## config.mk

```make
export PLATFORM = sky130hd
export DESIGN_NAME = flc_byte_counter
export DESIGN_NICKNAME = d
export VERILOG_FILES = /design/src/rtl/flc_pkg.sv /design/src/rtl/flc_byte_counter.sv
export SDC_FILE = /design/constraint.sdc
export NUM_CORES = 1
export LEC_CHECK = 0
export ABC_AREA = 1
export BUFFER_PORTS_ARGS = -buffer_cell sky130_fd_sc_hd__buf_4
export CORE_MARGIN = 5
export CORE_UTILIZATION = 46
export DETAILED_ROUTE_END_ITERATION = 12
export GPL_ROUTABILITY_DRIVEN = 0
export PLACE_DENSITY = 0.75
export SYNTH_ARGS = -nofsm -noshare
export SYNTH_HDL_FRONTEND = slang
export SYNTH_SLANG_ARGS = --single-unit
export TNS_END_PERCENT = 30
```

## constraint.sdc

```tcl
create_clock -name clk -period 1.4 [get_ports clk]
set_input_delay 0.14 -clock clk [delete_from_list [all_inputs] [get_ports clk]]
set_output_delay 0.14 -clock clk [all_outputs]
set_load 0.05 [all_outputs]
```

## src/rtl/flc_pkg.sv

```systemverilog
package flc_pkg;

  // Whether a frame is currently open on the stream.
  typedef enum logic {
    FR_IDLE = 1'b0,
    FR_OPEN = 1'b1
  } frame_st_e;

  // Classification of one finished frame.
  typedef struct packed {
    logic over;
    logic bin;
  } verdict_t;

endpackage

```

## src/rtl/flc_byte_counter.sv

```systemverilog
module flc_byte_counter #(
  parameter int CNT_W = 17
) (
  input  logic             clk,
  input  logic             rst,
  input  logic             beat,
  input  logic             sof,
  input  logic             eof,
  output logic             start,
  output logic             take,
  output logic             last,
  output logic             open_now,
  output logic [CNT_W-1:0] len_now
);
  import flc_pkg::*;

  frame_st_e        st_q;
  logic [CNT_W-1:0] cnt_q;
  logic [CNT_W:0]   inc;
  logic [CNT_W-1:0] sat;

  assign open_now = (st_q == FR_OPEN);
  assign start    = beat & sof;
  assign take     = beat & (sof | open_now);
  assign last     = take & eof;

  // Saturating increment of the running count.
  assign inc     = {1'b0, cnt_q} + {{CNT_W{1'b0}}, 1'b1};
  assign sat     = inc[CNT_W] ? {CNT_W{1'b1}} : inc[CNT_W-1:0];
  assign len_now = start ? CNT_W'(1) : sat;

  always_ff @(posedge clk) begin
    if (rst) begin
      st_q  <= FR_IDLE;
      cnt_q <= '0;
    end else if (take) begin
      st_q  <= eof ? FR_IDLE : FR_OPEN;
      cnt_q <= len_now;
    end
  end

  // Within a frame the count never goes down; saturation holds it.
  assert_count_mono_R6: assert property (@(posedge clk) disable iff (rst)
    (open_now && beat && !sof) |=> (cnt_q >= $past(cnt_q)));

  assert_count_sat_R6: assert property (@(posedge clk) disable iff (rst)
    (open_now && beat && !sof && cnt_q == {CNT_W{1'b1}}) |=> (cnt_q == {CNT_W{1'b1}}));

  // Beats that fall outside any frame leave the state untouched.
  assert_stray_ignored_R7: assert property (@(posedge clk) disable iff (rst)
    (!open_now && beat && !sof) |=> (st_q == FR_IDLE && $stable(cnt_q)));

endmodule

```

==> results of run 1 <==
metal layers:
| layer | routed length, microns | up-vias | part of all wire | track usage |
|---|---|---|---|---|
| li1 | - | 808 | - | - |
| met1 | 2046 | 820 | 0.40 | 0.2736 |
| met2 | 2607 | 61 | 0.52 | 0.3923 |
| met3 | 313 | 12 | 0.062 | 0.05684 |
| met4 | 87 | 0 | 0.017 | 0.05455 |
| met5 | 0 | - | 0 | 0 |
placed cells by master (no fill, tap or decap):
cell type   instances
a21oi_4             8
inv_2               2
nor2_1              7
nand4_2             1
xnor2_2             2
xor2_1              1
and3_1              1
clkbuf_1            1
o211ai_1            1
dfxtp_2             8
nor2_4              9
clkinv_2            1
nand2_2            13
nand3_4             3
xor2_2              1
clkinv_4            1
inv_1              26
ha_4                1
xor2_4              1
xnor2_1             2
nand3b_1            1
o21ai_2             4
buf_4              40
nand2_4             3
buf_6              25
dfxtp_4             5
nand4_1             4
nand3_1            19
nand3_2             6
clkbuf_4            3
a21oi_2             6
nand4_4             1
dfxtp_1             5
clkinvlp_4          2
nor2_2              4
nand2_1            47
a21oi_1            10
o21ai_0             1
repair_timing:
item	4_1_cts	5_1_grt
setup endpoints to repair	32	33
buffers inserted	3	3
pin swaps	7	17
cloned	1	0
hold buffers	0	0
gates resized for setup	49	47
power groups by stage:
| stage | combinational (mW) | sequential (mW) | clock, mW |
|---|---|---|---|
| global route | 0.223 | 0.521 | 0.318 |
| floorplan | 0.118 | 0.542 | 0 |
| finish | 0.214 | 0.520 | 0.294 |
| CTS | 0.203 | 0.522 | 0.292 |
| global placement | 0.187 | 0.535 | 0 |
| detailed placement | 0.188 | 0.536 | 0 |
cell families after synthesis:
family          Yosys count
fa+ha+maj                 1
compound gates           30
xor+xnor                  7
buf+inv                  39
flops                    18
simple gates            118
through the flow:
step             util  hold WS, ns  TNS, ns  power, mW
2_1_floorplan       -       0.4257   -3.274     0.6598
6_report       0.8421       0.1446   -7.857      1.028
3_3_place_gp   0.6888       0.4287   -2.781     0.7225
3_5_place_dp   0.6888       0.4356   -3.282     0.7237
4_1_cts        0.7744       0.1158   -6.520      1.017
5_1_grt        0.8421       0.1532   -9.975      1.062
flip-flops by register name (all words and copies together) (netlist names):
name,cells
open_now,1
cnt_q,17
worst max-delay path by stage:
stage / end / slack (ns) / from / depth (start not counted)
final: len_now[9] / -0.49 / cnt_q[4]$_SDFFE_PP0N_ / 9
after global routing: len_now[12] / -0.55 / cnt_q[4]$_SDFFE_PP0N_ / 11
after detailed placement: len_now[14] / -0.28 / cnt_q[1]$_SDFFE_PP0N_ / 9
after global placement: len_now[14] / -0.24 / cnt_q[1]$_SDFFE_PP0N_ / 9
after floorplan: len_now[5] / -0.19 / cnt_q[2]$_SDFFE_PP0N_ / 5
after CTS: len_now[16] / -0.40 / cnt_q[0]$_SDFFE_PP0N_ / 9
worst reg2reg max path: cells and delay by family (launching register included):
kind,cells,cell delay [ns]
AOI/OAI and AO/OA,2,0.28
DFF,1,0.42
buffers and inverters,2,0.33
and+or+nand+nor,4,0.53
final cells by class:
| type | instances | area [sq um] | area share |
|---|---|---|---|
| Inverter | 32 | 133.9 | 0.05815 |
| Multi-Input combinational cell | 157 | 1132 | 0.4918 |
| Sequential cell | 18 | 389.1 | 0.1690 |
| Tap cell | 31 | 38.79 | 0.01685 |
| Clock buffer | 4 | 26.28 | 0.01141 |
| Timing Repair Buffer | 65 | 581.8 | 0.2527 |
==> impl_metrics.ini, run 1 <==
[min_path]
holdPathStages = 4
min_to = open_now$_SDFFE_PP0N_
hold_path.startpoint = eof
holdCritPathClass = in2reg

[route]
drt_iter0_drc = 147
postRouteAntennaNets = 0
first_pass_iters = 4
route.vias.total = 1701
vias_per_cell = 5.541
drc = 0
routed_wl_microns = 5054
routedWlPerCell_microns = 16.46

[pwr]
power_frac_seq = 0.506
clkPwrFrac = 0.286
power_density_mw_per_mm2 = 446.7
internal-power_uw = 688.4
switchingPower_uw = 340.0
ir_worst_vdd_v = 0.0004993
combPwrFrac = 0.208
power.leakage_nw = 1.048
switching_share = 0.3306

[setup_path]
cp-start-kind = flop
cp_top_family = simple AND/OR/NAND/NOR gates
worstRegToRegCells = 8
rr_startpoint = cnt_q[4]$_SDFFE_PP0N_
critPathRequiredTime_ns = 1.26
crit_fanout = 5
rrSetupSlack_ns = -0.22
crit_slowest_cell = dfxtp_4
arrival_ns = 1.75
path_class = reg2out
worstPathCellList = nand2_4 > nor2_4 > buf_6 > nand2_1 > nand2_1 > nand3_2 > nand2_2 > clkinvlp_4 > buf_6
worstSetupEndpointType = output port
cpPeakStageDelay_ns = 0.42
cp_num_buf_inv = 3
reg2reg_to = cnt_q[4]$_SDFFE_PP0N_

[clock_network]
clk_latency_ns = 0.31
h-tree-depth = 1
numCtsBuffers = 3
cts_tree = yes
clock-sinks = 18
root_buffer = clkbuf_4
clkTransAtPathRegs_ns = 0.11
clockBufferDepth = 2

[finish]
areaGrowthSynthToFinish_pct = 76.92
diodes = 0
final_cells = 307
nNetsFinal = 283
layout-drive-gt1-share = 0.5435
fill_cells = 140
final_cell_area_sq_mm = 0.002302

[timing]
timing.final.ws_setup_ns = -0.4858
slew_viol_final = 0
setup_violations = 25
clock.fmax_ghz = 0.5303
slew_headroom = 0.7752
worst_pin_slew_ns = 0.3347
rsz0062_at_grt = yes
hold_violations = 0
fin_crit_sh = 1.347
fin_skew_ns = 0.007085
period_minus_slack_ns = 1.886

[outcome]
status = finished, violations left
violations = negative setup slack

[placed_design]
portBuffers = 25
placed_cell_area_sq_mm = 0.001883
dp_cells = 296
place_hpwl_microns = 2790
dp_worst_setup_slack_ns = -0.2761

[logic_synthesis]
synth-compound-area-share = 0.1202
synth_xor_area_frac = 0.04712
synth_edf_count = 0
synth_simple_gate_area_frac = 0.4240
ys_ff_latch = 18
synth_top_area_frac = 0.2769
async_reset_ff_frac = 0
synth_top_family_by_area = simple AND/OR/NAND/NOR gates
synth_area_leaders = dfxtp_1 (28%), nand2_1 (18%), nand3_1 (9.2%)
syn_area_per_cell_sq_um = 6.109
synthMuxAreaShare = 0
yosys_warnings = 0
syn-num-nets = 219
synth.most_common_cell = nand2_1
yosysUniqueCellTypes = 24
yosys.area_share.adder = 0.009615
ys.flop_type = dfxtp_1
yosysTopAreaCell = dfxtp_1
synth_area_sq_mm = 0.001301
yosys-top-cells-count = nand2_1 (63), inv_1 (30), nand3_1 (24)
ys_seq_area_frac = 0.2769
synthCells = 213

[floorplanning]
initial_utilization = 0.4760
die_x_microns = 63.19
rows = 19
core_area_sq_mm = 0.002734
die-area_sq_mm = 0.003992
die_y_microns = 63.19
num_io_pins = 26

[grt]
overflow = 0
grt_first_pass_wirelength_microns = 7383
grt_max_degree = 18
grt_util_all_layers = 0.2245
grt_pass1_vias = 1628
antenna_found_initial = 0

[run]
cap_violations = 0
No activity file was read; power rests on OpenSTA's default activity.
==> run 2: changes to the inputs <==
--- a/config.mk
+++ b/config.mk
@@ -11,7 +11,7 @@
 export CORE_UTILIZATION = 46
 export DETAILED_ROUTE_END_ITERATION = 12
 export GPL_ROUTABILITY_DRIVEN = 0
-export PLACE_DENSITY = 0.75
+export PLACE_DENSITY = 0.73
 export SYNTH_ARGS = -nofsm -noshare
 export SYNTH_HDL_FRONTEND = slang
 export SYNTH_SLANG_ARGS = --single-unit
==> constraint.sdc (replaced) <==
create_clock -name clk -period 1.8 [get_ports clk]
set_input_delay 0.18 -clock clk [delete_from_list [all_inputs] [get_ports clk]]
set_output_delay 0.18 -clock clk [all_outputs]
set_load 0.05 [all_outputs]
==> run 2 against run 1 <==
  * The run still ends with negative setup slack left
  * Design area decreased by 13%
  * Register-to-register slack better by 0.66 ns
  * Clock skew about the same
  * Hold slack improved by 0.031 ns
  * Utilization decreased by 11 points
  * Setup slack improved by 0.45 ns
  * Die area stayed put
  * Total power decreased by 26%
  * Routed wire length decreased by 23%
  * Count of clock-buffer cells in the layout is 1 lower
  * First-iteration DRC count fell by 43%
  * Highest routed layer unchanged
  * Combinational power is 33% lower
==> impl_metrics.ini, run 2 (synthesized netlist as in run 1, its figures left out) <==
[timing]
hold_violations = 0
worst_pin_slew_ns = 0.4565
timing.final.ws_setup_ns = -0.03646
rsz0062_at_grt = yes
fin_crit_sh = 1.020
slew_viol_final = 0
clock.fmax_ghz = 0.5445
setup_violations = 8
period_minus_slack_ns = 1.836
slew_headroom = 0.6938
fin_skew_ns = 0.006912

[clock_network]
clock-sinks = 18
numCtsBuffers = 3
cts_tree = yes
clk_latency_ns = 0.30
h-tree-depth = 1
root_buffer = clkbuf_4
clockBufferDepth = 2
holdBufCountCts = 0
clkTransAtPathRegs_ns = 0.11

[setup_path]
crit_fanout = 4
path_class = reg2out
worstSetupEndpointType = output port
cp-start-kind = flop
arrival_ns = 1.66
critPathRequiredTime_ns = 1.62

[pwr]
combPwrFrac = 0.188
power.leakage_nw = 0.9303
switchingPower_uw = 243.9
ir_worst_vdd_v = 0.0003514
internal-power_uw = 518.4
power_density_mw_per_mm2 = 381.0
switching_share = 0.3199
power.total_uw = 762.3
power_frac_seq = 0.529
clkPwrFrac = 0.283

[route]
drc = 0
routed_wl_microns = 3896
vias_per_cell = 5.253
first_pass_iters = 4
drt_iter0_drc = 84
routedWlPerCell_microns = 13.30
route.vias.total = 1539
postRouteAntennaNets = 0

[outcome]
violations = negative setup slack
status = finished, violations left

[finish]
largest_reg_flops = 17
layout-drive-gt1-share = 0.4389
final_cell_area_sq_mm = 0.002001
top_register = cnt_q
layout_commonest_cell = nand2_1
final_cell_mix = nand2_1 (53), buf_4 (38), inv_1 (29)
nNetsFinal = 270
areaGrowthSynthToFinish_pct = 53.75
diodes = 0

[floorplanning]
num_io_pins = 26
die-area_sq_mm = 0.003992
die_x_microns = 63.19
rows = 19
core_area_sq_mm = 0.002734
die_y_microns = 63.19
initial_utilization = 0.4760

[placed_design]
placed_cell_area_sq_mm = 0.001674
portBuffers = 25
place_hpwl_microns = 2602
dp_worst_setup_slack_ns = 0.04231

[grt]
grt_max_degree = 22
grt_first_pass_wirelength_microns = 6299
grt_pass1_vias = 1397
antenna_found_initial = 0
grt_util_all_layers = 0.1937
overflow = 0

[run]
cap_violations = 0

[min_path]
holdCritPathClass = in2reg
run 2: critical path, cell delays in order, from the launching register on:
cell and delay, ns:
dfxtp_1 0.36, buf_4 0.14, nand2_1 0.09, nor2_2 0.15, nand2_1 0.11, o21ai_2 0.16
nand3_1 0.10, nand2_1 0.07, inv_1 0.05, buf_6 0.14
run 2: worst paths after layout:
kind                          start                    end  slack, ns  depth (start not counted)
min                             eof  open_now$_SDFFE_PP0N_       0.18                          4
min reg2reg   cnt_q[3]$_SDFFE_PP0N_  cnt_q[3]$_SDFFE_PP0N_       0.49                          2
max          cnt_q[11]$_SDFFE_PP0N_            len_now[16]      -0.04                          9
max reg2reg   cnt_q[1]$_SDFFE_PP0N_  cnt_q[4]$_SDFFE_PP0N_       0.44                          7
run 2: layout make-up:
class | count | area, sq um
fillers | 205 | 733.2
well taps | 31 | 38.79
multi-input cells | 156 | 962.2
flip-flops and latches | 18 | 390.4
clock buffers | 3 | 22.52
inverters | 32 | 120.1
repair buffers | 53 | 466.7
run 2: per-stage QoR:
step	hold slack [ns]	TNS [ns]	cells	utilization
final	0.1755	-0.1538	293	0.7318
after detailed placement	0.4808	0	284	0.6124
after CTS	0.1647	-0.1782	288	0.6609
after floorplan	0.4682	-2.298	213	-
after global placement	0.4771	0	284	0.6124
after global routing	0.1720	-1.295	293	0.7318
run 2: timing repair:
action,4_1_cts,5_1_grt
resized for setup,37,44
setup endpoints to repair,16,16
pin swaps,6,13
buffers inserted,1,5
run 2: power groups by stage:
stage	clock, mW	sequential, mW	combinational (mW)
global route	0.235	0.404	0.153
global placement	0	0.416	0.126
floorplan	0	0.421	0.0801
detailed placement	0	0.416	0.127
CTS	0.217	0.406	0.133
finish	0.216	0.403	0.144
run 2: metal layers:
metal,global-route usage,vias up,part of all wire
met4,0.06234,0,0.011
li1,-,779,-
met5,0,-,0
met3,0.02842,5,0.040
met2,0.3205,33,0.50
met1,0.2570,722,0.45
==> run 3: changes to the inputs <==
--- a/config.mk
+++ b/config.mk
@@ -6,12 +6,12 @@
 export NUM_CORES = 1
 export LEC_CHECK = 0
 export ABC_AREA = 1
-export BUFFER_PORTS_ARGS = -buffer_cell sky130_fd_sc_hd__buf_4
+export BUFFER_PORTS_ARGS = -buffer_cell sky130_fd_sc_hd__buf_2
 export CORE_MARGIN = 5
 export CORE_UTILIZATION = 46
 export DETAILED_ROUTE_END_ITERATION = 12
 export GPL_ROUTABILITY_DRIVEN = 0
-export PLACE_DENSITY = 0.73
+export PLACE_DENSITY = 0.69
 export SYNTH_ARGS = -nofsm -noshare
 export SYNTH_HDL_FRONTEND = slang
 export SYNTH_SLANG_ARGS = --single-unit
==> constraint.sdc (replaced) <==
create_clock -name clk -period 1.8 [get_ports clk]
set_input_delay 0.18 -clock clk [delete_from_list [all_inputs] [get_ports clk]]
set_output_delay 0.18 -clock clk [all_outputs]
set_load 0.01 [all_outputs]
==> run 3 against run 2 <==
  * The run now ends clean
  * Global-route usage down 0.56 points
  * Count of clock-buffer cells in the layout up 1
  * Fmax up 3.7%
  * Critical path depth unchanged
  * Critical endpoint unchanged
  * Largest cell class unchanged
  * Highest routed layer unchanged
==> impl_metrics.ini, run 3 (synthesized netlist as in run 1, its figures left out) <==
[finish]
diodes = 0
final_cell_mix = nand2_1 (53), inv_1 (29), buf_2 (25)
layout-drive-gt1-share = 0.4275
largest_reg_flops = 17
areaGrowthSynthToFinish_pct = 42.69
layout_commonest_cell = nand2_1
nNetsFinal = 269
utilization = 0.6792
top_register = cnt_q

[route]
vias_per_cell = 5.181
drt_iter0_drc = 81
routed_wl_microns = 3833
routedWlPerCell_microns = 13.08
route.vias.total = 1518
postRouteAntennaNets = 0
drc = 0
first_pass_iters = 6

[min_path]
hold_path.startpoint = eof
holdCritPathClass = in2reg

[outcome]
status = finished, final reports clean

[clock_network]
clk_latency_ns = 0.30
root_buffer = clkbuf_4
clockBufferDepth = 2
clkTransAtPathRegs_ns = 0.12
cts_tree = yes
clock-sinks = 18
numCtsBuffers = 3
h-tree-depth = 1
holdBufCountCts = 0

[pwr]
clkPwrFrac = 0.347
switching_share = 0.2770
combPwrFrac = 0.119
power_frac_seq = 0.534
ir_worst_vdd_v = 0.0003568
internal-power_uw = 549.6
power_density_mw_per_mm2 = 409.4
switchingPower_uw = 210.6
power.leakage_nw = 0.9085
power.total_uw = 760.2

[setup_path]
cp_num_buf_inv = 2
cp-start-kind = flop
worstPathCellList = ha_4 > nand2_1 > nor2_2 > nand2_2 > o21ai_1 > nand3_1 > nand2_1 > inv_1 > buf_2
crit_fanout = 4
cpPeakStageDelay_ns = 0.40
critPathRequiredTime_ns = 1.62
worstSetupEndpointType = output port
crit_slowest_cell = dfxtp_4
arrival_ns = 1.59
rr_startpoint = cnt_q[1]$_SDFFE_PP0N_
path_class = reg2out
crit_top_cell = nand2_1
critical_path.startpoint = cnt_q[1]$_SDFFE_PP0N_
cp_top_family = simple AND/OR/NAND/NOR gates

[timing]
period_minus_slack_ns = 1.770
fin_crit_sh = 0.9834
worst_pin_slew_ns = 0.3588
tns_ns = 0
fin_skew_ns = 0.003941
rsz0062_at_grt = yes
slew_viol_final = 0
setup_violations = 0
hold_violations = 0
clock.fmax_ghz = 0.5649
slew_headroom = 0.7593

[floorplanning]
rows = 19
die_x_microns = 63.19
core_area_sq_mm = 0.002734
num_io_pins = 26
initial_utilization = 0.4760
die_y_microns = 63.19
die-area_sq_mm = 0.003992

[grt]
grt_max_degree = 22
grt_pass1_vias = 1429
antenna_found_initial = 0
grt_util_all_layers = 0.1880
grt_first_pass_wirelength_microns = 6175
overflow = 0

[placed_design]
portBuffers = 25
place_hpwl_microns = 2630

[run]
cap_violations = 0
## run 3: changes by cell type in the layout (fill, tap and decap cells not counted), moves of 3 or more
cell,before,now
buf_2,0,25
buf_4,38,24
buf_6,13,2
a21oi_4,3,0
## run 3: worst min-delay path: stages
cell and delay [ns]:
buf_2 0.09, inv_1 0.04, nor2_1 0.05, nor2_1 0.09
## run 3: area by class of cell
cell class                 count  area [sq um]
fill                         250         877.1
multi-input combinational    156         920.9
inverter                      32         123.9
clock buffer                   4         36.28
sequential                    18         389.1
timing repair buffer          52         347.8
tap                           31         38.79
## run 3: through the flow
step	instance area [sq um]	std cells	hold slack (ns)	setup WS [ns]
floorplan	1301	213	0.4039	0.3521
detailed placement	1577	282	0.4956	0.1275
global route	1857	293	0.2117	-0.07016
global placement	1577	282	0.4781	0.1321
finish	1857	293	0.1772	0.02989
CTS	1707	288	0.1689	-0.02266
## run 3: what timing repair did
action,CTS,global route
buffers inserted,2,5
endpoints found under the setup margin,15,17
resized for setup,23,40
pin swaps,3,12
## run 3: final timing paths
kind                            end  slack [ns]  depth (start not counted)
min reg2reg  cnt_q[16]$_SDFFE_PP0N_        0.51                          2
max reg2reg  cnt_q[12]$_SDFFE_PP0N_        0.38                          9
min           open_now$_SDFFE_PP0N_        0.18                          4
max                     len_now[16]        0.03                          9
## run 3: metal layers
metal | global-route usage | vias up | wire length, microns
li1 | - | 778 | -
met1 | 0.2381 | 697 | 1774
met5 | 0 | - | 0
met3 | 0.03197 | 6 | 145
met4 | 0.07532 | 0 | 53
met2 | 0.3141 | 37 | 1860
## run 3: power by group through the flow
stage	Sequential (mW)	Combinational, mW	Clock, mW
3_3_place_gp	0.416	0.0830	0
6_report	0.406	0.0902	0.264
5_1_grt	0.407	0.0982	0.289
2_1_floorplan	0.417	0.0508	0
4_1_cts	0.408	0.0872	0.268
3_5_place_dp	0.416	0.0835	0
